<file path="config.mk">
export PLATFORM = sky130hd
export DESIGN_NAME = simd_branch_seq
export DESIGN_NICKNAME = d
export VERILOG_FILES = /design/src/rtl/simd_seq_pkg.sv /design/src/rtl/simd_mask_stack.sv /design/src/rtl/simd_lane.sv /design/src/rtl/simd_util_counter.sv /design/src/rtl/simd_branch_seq.sv
export SDC_FILE = /design/constraint.sdc
export NUM_CORES = 1
export LEC_CHECK = 0
export BUFFER_PORTS_ARGS = -buffer_cell sky130_fd_sc_hd__buf_2
export CAP_MARGIN = 30
export CORE_MARGIN = 3
export CORE_UTILIZATION = 49
export DETAILED_ROUTE_END_ITERATION = 7
export PLACE_DENSITY = 0.65
export SYNTH_ARGS = -nofsm -noshare
export SYNTH_HDL_FRONTEND = slang
export SYNTH_SLANG_ARGS = --single-unit
</file>
<file path="constraint.sdc">
create_clock -name clk -period 6.5 [get_ports clk]
set_input_delay 1.3 -clock clk [delete_from_list [all_inputs] [get_ports clk]]
set_output_delay 1.3 -clock clk [all_outputs]
set_load 0.1 [all_outputs]
</file>
<file path="src/rtl/simd_seq_pkg.sv">
package simd_seq_pkg;

    typedef enum logic [2:0] {
        OP_NOP   = 3'd0,
        OP_LOAD  = 3'd1,
        OP_MADD  = 3'd2,
        OP_IF    = 3'd4,
        OP_ELSE  = 3'd5,
        OP_ENDIF = 3'd6
    } op_e;

    function automatic logic op_is_alu(input op_e op);
        return (op == OP_LOAD) || (op == OP_MADD);
    endfunction

endpackage

</file>
<file path="src/rtl/simd_mask_stack.sv">
module simd_mask_stack
    import simd_seq_pkg::*;
#(
    parameter int LANES = 8,
    parameter int DEPTH = 4,
    localparam int SP_W = $clog2(DEPTH + 1)
) (
    input  logic             clk,
    input  logic             rst,
    input  logic             valid,
    input  op_e              op,
    input  logic [LANES-1:0] cond,
    output logic [LANES-1:0] mask,
    output logic [SP_W-1:0]  depth
);
    localparam int SLOTS = 1 << SP_W;

    logic [LANES-1:0] stk [SLOTS];
    logic [SP_W-1:0]  sp;
    logic [SP_W-1:0]  sp_m1;
    logic [LANES-1:0] parent;
    logic             do_push;
    logic             do_flip;
    logic             do_pop;

    always_comb begin
        sp_m1   = sp - 1'b1;
        parent  = stk[sp_m1];
        do_push = valid && (op == OP_IF)    && (sp != SP_W'(DEPTH));
        do_flip = valid && (op == OP_ELSE)  && (sp != '0);
        do_pop  = valid && (op == OP_ENDIF) && (sp != '0);
    end

    always_ff @(posedge clk) begin
        if (rst) begin
            sp   <= '0;
            mask <= '1;
            for (int i = 0; i < SLOTS; i++) stk[i] <= '0;
        end else if (do_push) begin
            stk[sp] <= mask;
            mask    <= mask & cond;
            sp      <= sp + 1'b1;
        end else if (do_flip) begin
            mask <= parent & ~mask;
        end else if (do_pop) begin
            mask <= parent;
            sp   <= sp_m1;
        end
    end

    assign depth = sp;


    if_narrow_chk: assert property (@(posedge clk) disable iff (rst)
        do_push |=> ((mask & ~$past(mask)) == '0));


    else_disjoint_chk: assert property (@(posedge clk) disable iff (rst)
        do_flip |=> ((mask & $past(mask)) == '0));


    endif_depth_chk: assert property (@(posedge clk) disable iff (rst)
        do_pop |=> (sp < $past(sp)));


    depth_bound_chk: assert property (@(posedge clk) disable iff (rst)
        sp <= SP_W'(DEPTH));

endmodule

</file>
<file path="src/rtl/simd_lane.sv">
module simd_lane #(
    parameter int DW = 8
) (
    input  logic          clk,
    input  logic          rst,
    input  logic          we,
    input  logic          load,
    input  logic [DW-1:0] mul,
    input  logic [DW-1:0] add,
    input  logic [DW-1:0] din,
    output logic [DW-1:0] acc
);
    logic [DW-1:0] nxt;

    always_comb nxt = load ? din : (acc * mul + add);

    always_ff @(posedge clk) begin
        if (rst)     acc <= '0;
        else if (we) acc <= nxt;
    end


    masked_hold_chk: assert property (@(posedge clk) disable iff (rst)
        !we |=> $stable(acc));

endmodule

</file>
<file path="src/rtl/simd_util_counter.sv">
module simd_util_counter #(
    parameter int LANES = 8,
    parameter int CNT_W = 16
) (
    input  logic             clk,
    input  logic             rst,
    input  logic             issue,
    input  logic [LANES-1:0] lanes,
    output logic [CNT_W-1:0] active_cnt,
    output logic [CNT_W-1:0] issue_cnt
);
    localparam int PC_W = $clog2(LANES + 1);

    logic [PC_W-1:0] pc;

    always_comb begin
        pc = '0;
        for (int i = 0; i < LANES; i++) pc = pc + PC_W'(lanes[i]);
    end

    always_ff @(posedge clk) begin
        if (rst) begin
            active_cnt <= '0;
            issue_cnt  <= '0;
        end else if (issue) begin
            active_cnt <= active_cnt + CNT_W'(pc);
            issue_cnt  <= issue_cnt + 1'b1;
        end
    end


    active_grows_chk: assert property (@(posedge clk) disable iff (rst)
        issue |=> (active_cnt != $past(active_cnt)));


    idle_hold_chk: assert property (@(posedge clk) disable iff (rst)
        !issue |=> ($stable(active_cnt) && $stable(issue_cnt)));

endmodule

</file>
<file path="src/rtl/simd_branch_seq.sv">
module simd_branch_seq
    import simd_seq_pkg::*;
#(
    parameter int LANES = 8,
    parameter int DW    = 8,
    parameter int DEPTH = 4,
    parameter int CNT_W = 16,
    localparam int SP_W = $clog2(DEPTH + 1)
) (
    input  logic                clk,
    input  logic                rst,
    input  logic                in_valid,
    input  logic [2:0]          in_op,
    input  logic [LANES-1:0]    lane_cond,
    input  logic [DW-1:0]       in_mul,
    input  logic [DW-1:0]       in_add,
    input  logic [LANES*DW-1:0] lane_in,
    output logic [LANES-1:0]    lane_we,
    output logic [LANES*DW-1:0] lane_acc,
    output logic [LANES-1:0]    active_mask,
    output logic [SP_W-1:0]     nest_depth,
    output logic [CNT_W-1:0]    active_cnt,
    output logic [CNT_W-1:0]    issue_cnt
);
    op_e  op;
    logic issue;
    logic is_load;

    always_comb begin
        op      = op_e'(in_op);
        issue   = in_valid && op_is_alu(op) && (active_mask != '0);
        is_load = (op == OP_LOAD);
        lane_we = issue ? active_mask : '0;
    end

    simd_mask_stack #(.LANES(LANES), .DEPTH(DEPTH)) u_stack (
        .clk   (clk),
        .rst   (rst),
        .valid (in_valid),
        .op    (op),
        .cond  (lane_cond),
        .mask  (active_mask),
        .depth (nest_depth)
    );

    for (genvar g = 0; g < LANES; g++) begin : g_lane
        simd_lane #(.DW(DW)) u_lane (
            .clk  (clk),
            .rst  (rst),
            .we   (lane_we[g]),
            .load (is_load),
            .mul  (in_mul),
            .add  (in_add),
            .din  (lane_in[g*DW +: DW]),
            .acc  (lane_acc[g*DW +: DW])
        );
    end

    simd_util_counter #(.LANES(LANES), .CNT_W(CNT_W)) u_util (
        .clk        (clk),
        .rst        (rst),
        .issue      (issue),
        .lanes      (lane_we),
        .active_cnt (active_cnt),
        .issue_cnt  (issue_cnt)
    );


    zero_mask_skip_chk: assert property (@(posedge clk) disable iff (rst)
        (active_mask == '0) |=> $stable(issue_cnt));


    invalid_hold_chk: assert property (@(posedge clk) disable iff (rst)
        !in_valid |=> ($stable(active_mask) && $stable(nest_depth) && $stable(lane_acc)));

endmodule

</file>
## Word level (Yosys, flattened, before mapping)

Memory sizes are Yosys's and may differ from the RTL's.
Index checks and enable logic that the tools add are counted.

- $add $sub $neg: 19
- Multipliers: 8
- Equal/unequal tests: 7
- Multiplexer cells: 23
- Bitwise operators: 3
- Reduce and logical (&&, ||, !) cells: 15

Operator list:

| operator | number |
|---|---|
| 2-to-1 mux 8 bit | 13 |
| adder 8 bit | 8 |
| multiplier 8 x 8 -> 8 bit | 8 |
| adder 4 x 1 -> 4 bit | 6 |
| adder 16 x 1 -> 16 bit, second input constant | 1 |
| adder 16 x 4 -> 16 bit | 1 |
| AND 8 bit | 2 |
| 2-to-1 mux 3 bit | 4 |
| == test 3 bit, second input constant | 3 |
| logical AND 1 bit | 8 |
| inverter 8 bit | 1 |
| nonzero test 8 bit | 1 |
| OR reduction 8 bit | 1 |
| 2-to-1 mux 1 bit | 6 |
| nonzero test 3 bit | 2 |
| adder 3 x 1 -> 3 bit, second input constant | 1 |
| == test 3 x 1 -> 1 bit, second input constant | 1 |
| == test 3 x 2 -> 1 bit, second input constant | 1 |
| inequality test 3 bit, second input constant | 1 |
| subtractor 3 x 1 -> 3 bit, second input constant | 1 |
| adder 1 x 1 -> 2 bit | 1 |
| inequality test 2 x 1 -> 1 bit, second input constant | 1 |
| AND reduction 2 bit | 1 |
| nonzero test 2 bit | 1 |
| logical OR 1 bit | 1 |

- Register bits after elaboration: 107
- Bits in writable memories: 64
- Output and inout port bits: 115
- Word-level logic and storage cells: 88
- Memories: 1

Memory list:

| name | depth | bits a word | rd ports | clocked after memory_dff | write ports | line | RTL |
|---|---|---|---|---|---|---|---|
| u_stack.stk | 8 | 8 | 1 | 0 | 8 | simd_mask_stack.sv:18 | `logic [LANES-1:0] stk [SLOTS];` |

## Depth between registers and ports, before layout

- Depth in word-level cells: 13
- Mapped depth: 21
- Depth with buffers taken out: 19

## By module

From an unflattened synthesis, not the netlist that was laid out.

- Cells, all modules: 1835
- Area total of the unflattened synthesis: 16986.3 um2

Modules (own cells, without submodules):

| module | times used | cells each | area each (um2) |
|---|---|---|---|
| simd_lane at g_lane[0].u_lane ... | 5 | 172 | 1433.9 |
| simd_mask_stack | 1 | 253 | 3661.0 |
| simd_lane at g_lane[5].u_lane ... | 2 | 172 | 1438.9 |
| simd_util_counter | 1 | 192 | 1727.9 |
| simd_lane at g_lane[7].u_lane | 1 | 171 | 1435.1 |
| simd_branch_seq | 1 | 15 | 115.1 |

## Worst setup path before layout

Ideal clock, no wire load.

- Path type: input port to flip-flop
- From: input in_op[1]
- To: register u_util.active_cnt[15]
- Library setup time: 128 ps
- Arrival: 5662 ps
- Path slack: 711 ps
- Cell stages on the path: 20
- Path through: xnor2_1 -> nor3_4 -> buf_6 -> nand2_1 -> inv_1 -> buf_4 -> ha_1 -> inv_1 -> fa_1 -> fa_1 -> fa_1 -> fa_1 -> inv_1 -> ha_1 -> a21o_1 -> a21o_1 -> a21oi_1 -> nor4_1 -> xnor2_1 -> nor2_1

- Longest elaborated chain between the ends: 13

RTL lines:

| element | line | RTL |
|---|---|---|
| start: declaration | simd_branch_seq.sv:13 | `input logic [2:0] in_op,` |
| == test 3 x 1 -> 1 bit or == test 3 x 2 -> 1 bit (tied branches) | simd_seq_pkg.sv:13 | `return (op == OP_LOAD) \|\| (op == OP_MADD);` |
| logical OR 1 bit * | simd_seq_pkg.sv:13 |  |
| logical AND 1 bit * (2 in series) | simd_branch_seq.sv:31 | `issue = in_valid && op_is_alu(op) && (active_mask != '0);` |
| 2-to-1 mux 8 bit * | simd_branch_seq.sv:33 | `lane_we = issue ? active_mask : '0;` |
| named net g_lane[1].u_lane.we | simd_lane.sv:6 | `input logic we,` |
| adder 1 x 1 -> 2 bit * | simd_util_counter.sv:18 | `for (int i = 0; i < LANES; i++) pc = pc + PC_W'(lanes[i]);` |
| adder 4 x 1 -> 4 bit * (6 in series) | simd_util_counter.sv:18 |  |
| adder 16 x 4 -> 16 bit * | simd_util_counter.sv:26 | `active_cnt <= active_cnt + CNT_W'(pc);` |
| end signal: assignment | simd_util_counter.sv:26 |  |
| end: declaration | simd_util_counter.sv:9 | `output logic [CNT_W-1:0] active_cnt,` |

Mark *: on every way through the listed nets, which the timed path passes. The rest lies on a longest branch.
A chain may end at the register's enable or synchronous reset.

## Final worst setup path

- From: input in_op[1]
- To: register u_util.active_cnt[15]

- Longest elaborated chain between the ends: 13

RTL lines:

| element | line |
|---|---|
| == test 3 x 1 -> 1 bit or == test 3 x 2 -> 1 bit (tied branches) | simd_seq_pkg.sv:13 |
| logical OR 1 bit * | simd_seq_pkg.sv:13 |
| logical AND 1 bit * (2 in series) | simd_branch_seq.sv:31 |
| 2-to-1 mux 8 bit | simd_branch_seq.sv:33 |
| adder 1 x 1 -> 2 bit | simd_util_counter.sv:18 |
| adder 4 x 1 -> 4 bit (6 in series) | simd_util_counter.sv:18 |
| adder 16 x 4 -> 16 bit | simd_util_counter.sv:26 |

Every way passes the cells marked *; elsewhere a longest branch is shown, timed or not.

==> flow_summary_export.csv <==
group,metric,value,unit
clock_network,postCtsSetupBuffers,0,
synth,yosysSeqAreaShare,24.6,%
placement,hpwl,32900,µm
sta,fin_crit_sh,87.6,%
finish,nets,2395,
clock_network,cts_hold_buf,0,
finish,register_area,4060,µm²
global_route,grt_max_degree,68,
clock_network,cts.repair.resized,0,
sta,max_slew_margin,42.1,%
pwr,power_density,198,nW/µm²
pwr,vdd_drop_max,0.208,mV
sta,final_max_slew_viol_count,0,
sta,skew,0.0130,ns
placement,place_congestion,0.838,
finish,n_fill_cell,3057,
setup_path,crit_fanout,7,
synth,yosysMostFrequentCell,"nand2_1",
sta,rsz0062_at_grt,"false",
pwr,power_frac_clock,29.2,%
synth,avgSynthCellArea,8.96,µm²
sta,fin_tns_setup,0,ns
setup_path,required,6.81,ns
die,rows,66,
setup_path,crit_type,"primary input to register",
clock_network,cts.sinks,171,
pwr,switchingPower,1.47,mW
synth,synth_top_area_cell,"fa_1",
setup_path,startpoint_type,"primary input",
drt,via_per_inst,5.34,
sta,tightest_slew,0.868,ns
flow_run,maxCapViolations,0,
finish,stdcell_count,2460,
die,die_area,35900,µm²
clock_network,h-tree-depth,4,
placement,pre_cts_ws,0.354,ns
finish,syn_to_final_growth,12.0,%
synth,synthDistinctLibCells,49,
placement,io_buffers,208,
global_route,grt_usage,25.8,%
drt,antenna_left,0,
outcome,outcome,"completed",
finish,drive_gt1_share,15.0,%
drt,dr.pass1.iters,5,
sta,fmax,0.176,GHz
synth,ys_top_cells_by_area,"fa_1 (18%), dfxtp_1 (13%), edfxtp_1 (12%)",
sta,setup_ws,0.806,ns
setup_path,critPathCaptureType,"register",
synth,yosysWarnings,0,
pwr,p_sw_share,40.1,%
pwr,sequentialPowerShare,33.7,%
global_route,grt_pass1_wl,72200,µm
sta,setup_viol,0,
synth,synth_edf_count,64,
synth,synth_common_cells,"nand2_1 (317), inv_1 (248), and2_1 (170), fa_1 (149), ha_1 (147)",
synth,synth_nets,2233,
global_route,grt-ovfl-total,0,
clock_network,cts_buffers,17,
drt,drt_iter0_drc,815,
hold_path,hp-class,"register to register",
die,core-area,32900,µm²
finish,diodes,0,
die,die_w,190,µm
clock_network,clock_latency,0.45,ns
drt,vias,13100,
global_route,first_global_vias,13400,
global_route,antenna_found_initial,2,
synth,synth_area,16500,µm²
placement,dp_cells,2428,
clock_network,path_clk_slew,0.08,ns
pwr,p_comb_share,37.1,%
sta,finalWorstPathRequiredPeriod,5.69,ns
synth,synth_top_cell_area_share,18.1,%
sta,hold_viol_final,0,
finish,multi_input_area,11100,µm²
pwr,p_int,2.19,mW
pwr,power.total,3.66,mW
die,initial_core_util,50.2,%
synth,synth_ff_type,"dfxtp_1",
drt,wl_per_cell,18.3,µm
die,ioPinCount,209,
synth,async_flop_share,0,%
pwr,p_leak,8.46,nW
clock_network,cts_tree,"yes",
clock_network,cts_buffer_depth,2,
synth,synth-seq-cells,171,
drt,postRouteWirelength,45100,µm
die,die_height,190,µm
drt,drcViolationCount,0,
synth,synthCells,1843,
clock_network,clockRootBuffer,"clkbuf_16",
setup_path,cp.arrival,6.00,ns
==> layout make-up <==
| type | count | area share [%] |
|---|---|---|
| repair buffers | 233 | 6.78 |
| flip-flops and latches | 171 | 22.0 |
| multi-input cells | 1330 | 60.0 |
| clock buffers | 17 | 2.30 |
| clock inverters | 15 | 0.879 |
| inverters | 252 | 5.11 |
| well taps | 442 | 2.99 |
==> worst max-delay path, cell delays in order <==
cell and delay, ns:
buf_2 0.15, xnor2_1 0.19, nor3_4 0.24, nand2_1 0.23, inv_1 0.16, ha_1 0.24
inv_1 0.07, fa_1 0.43, fa_1 0.48, fa_1 0.43, fa_1 0.55, inv_1 0.07
ha_1 0.26, a21o_1 0.18, a21o_1 0.20, a21oi_1 0.48, nor4_1 0.13, xnor2_1 0.17
nor2_1 0.05
==> state kept, by name, indices dropped and copies added (netlist names) <==
signal	cells
u_stack.depth	3
g_lane.u_lane.acc	64
u_stack.mask	8
u_util.active_cnt	16
u_util.issue_cnt	16
u_stack.stk	64
==> cells in the final DEF (no fill, tap or decap), drive strengths merged, types with 8 or more instances in the layout <==
master	instances
nor4	10
and3	10
o22ai	8
xor2	31
a211oi	17
nand2	317
xnor2	141
dfxtp	107
and2	170
nor3	16
ha	147
fa	149
nor2	126
or2	8
clkbuf	17
a21oi	45
a2111oi	9
edfxtp	64
or3	10
a311oi	40
buf	233
inv	263
a21o	19
a211o	9
nand3	8
mux4	16
==> layer usage <==
layer	GRT usage (%)	wire (µm)
met1	34.2	19600
met2	43.0	21200
met3	4.44	2910
met4	8.44	1310
met5	0	27
==> logic make-up (layout without fill, tap and decap cells) <==
kind of cell	count (synthesis)	in the layout	share of synthesized area (%)
simple gates	689	689	19.8
buf+inv	342	517	8.22
fa+ha+maj	296	296	29.2
xor+xnor	172	172	9.12
flops	171	171	24.6
compound gates	156	156	6.80
mux	17	17	2.24
==> through the flow <==
| stage | util [%] | instance area (µm²) | hold slack [ns] |
|---|---|---|---|
| global placement | 54.5 | 17900 | 0.491 |
| CTS | 56.3 | 18500 | 0.511 |
| global route | 56.3 | 18500 | 0.545 |
| finish | 56.3 | 18500 | 0.506 |
| detailed placement | 54.5 | 17900 | 0.499 |
| floorplan | - | 16500 | 0.899 |
==> worst paths after layout <==
check | slack, ns | from | cells after the start | endpoint
worst max register to register | 1.45 | u_stack.mask[1]$_SDFFE_PP1P_ | 16 | u_util.active_cnt[15]$_SDFFE_PP0N_
worst max-delay path | 0.81 | in_op[1] | 19 | u_util.active_cnt[15]$_SDFFE_PP0N_
worst min register to register | 0.51 | u_util.issue_cnt[13]$_SDFFE_PP0N_ | 2 | u_util.issue_cnt[13]$_SDFFE_PP0N_
worst min-delay path | 0.51 | u_util.issue_cnt[13]$_SDFFE_PP0N_ | 2 | u_util.issue_cnt[13]$_SDFFE_PP0N_
==> power by group through the flow <==
stage	clock [mW]	combinational (mW)	sequential (mW)
floorplan	0	0.843	1.46
global placement	0	1.33	1.26
detailed placement	0	1.36	1.26
CTS	1.09	1.37	1.23
global route	1.13	1.52	1.24
finish	1.07	1.36	1.23
Power figures use the tool's default switching activity.
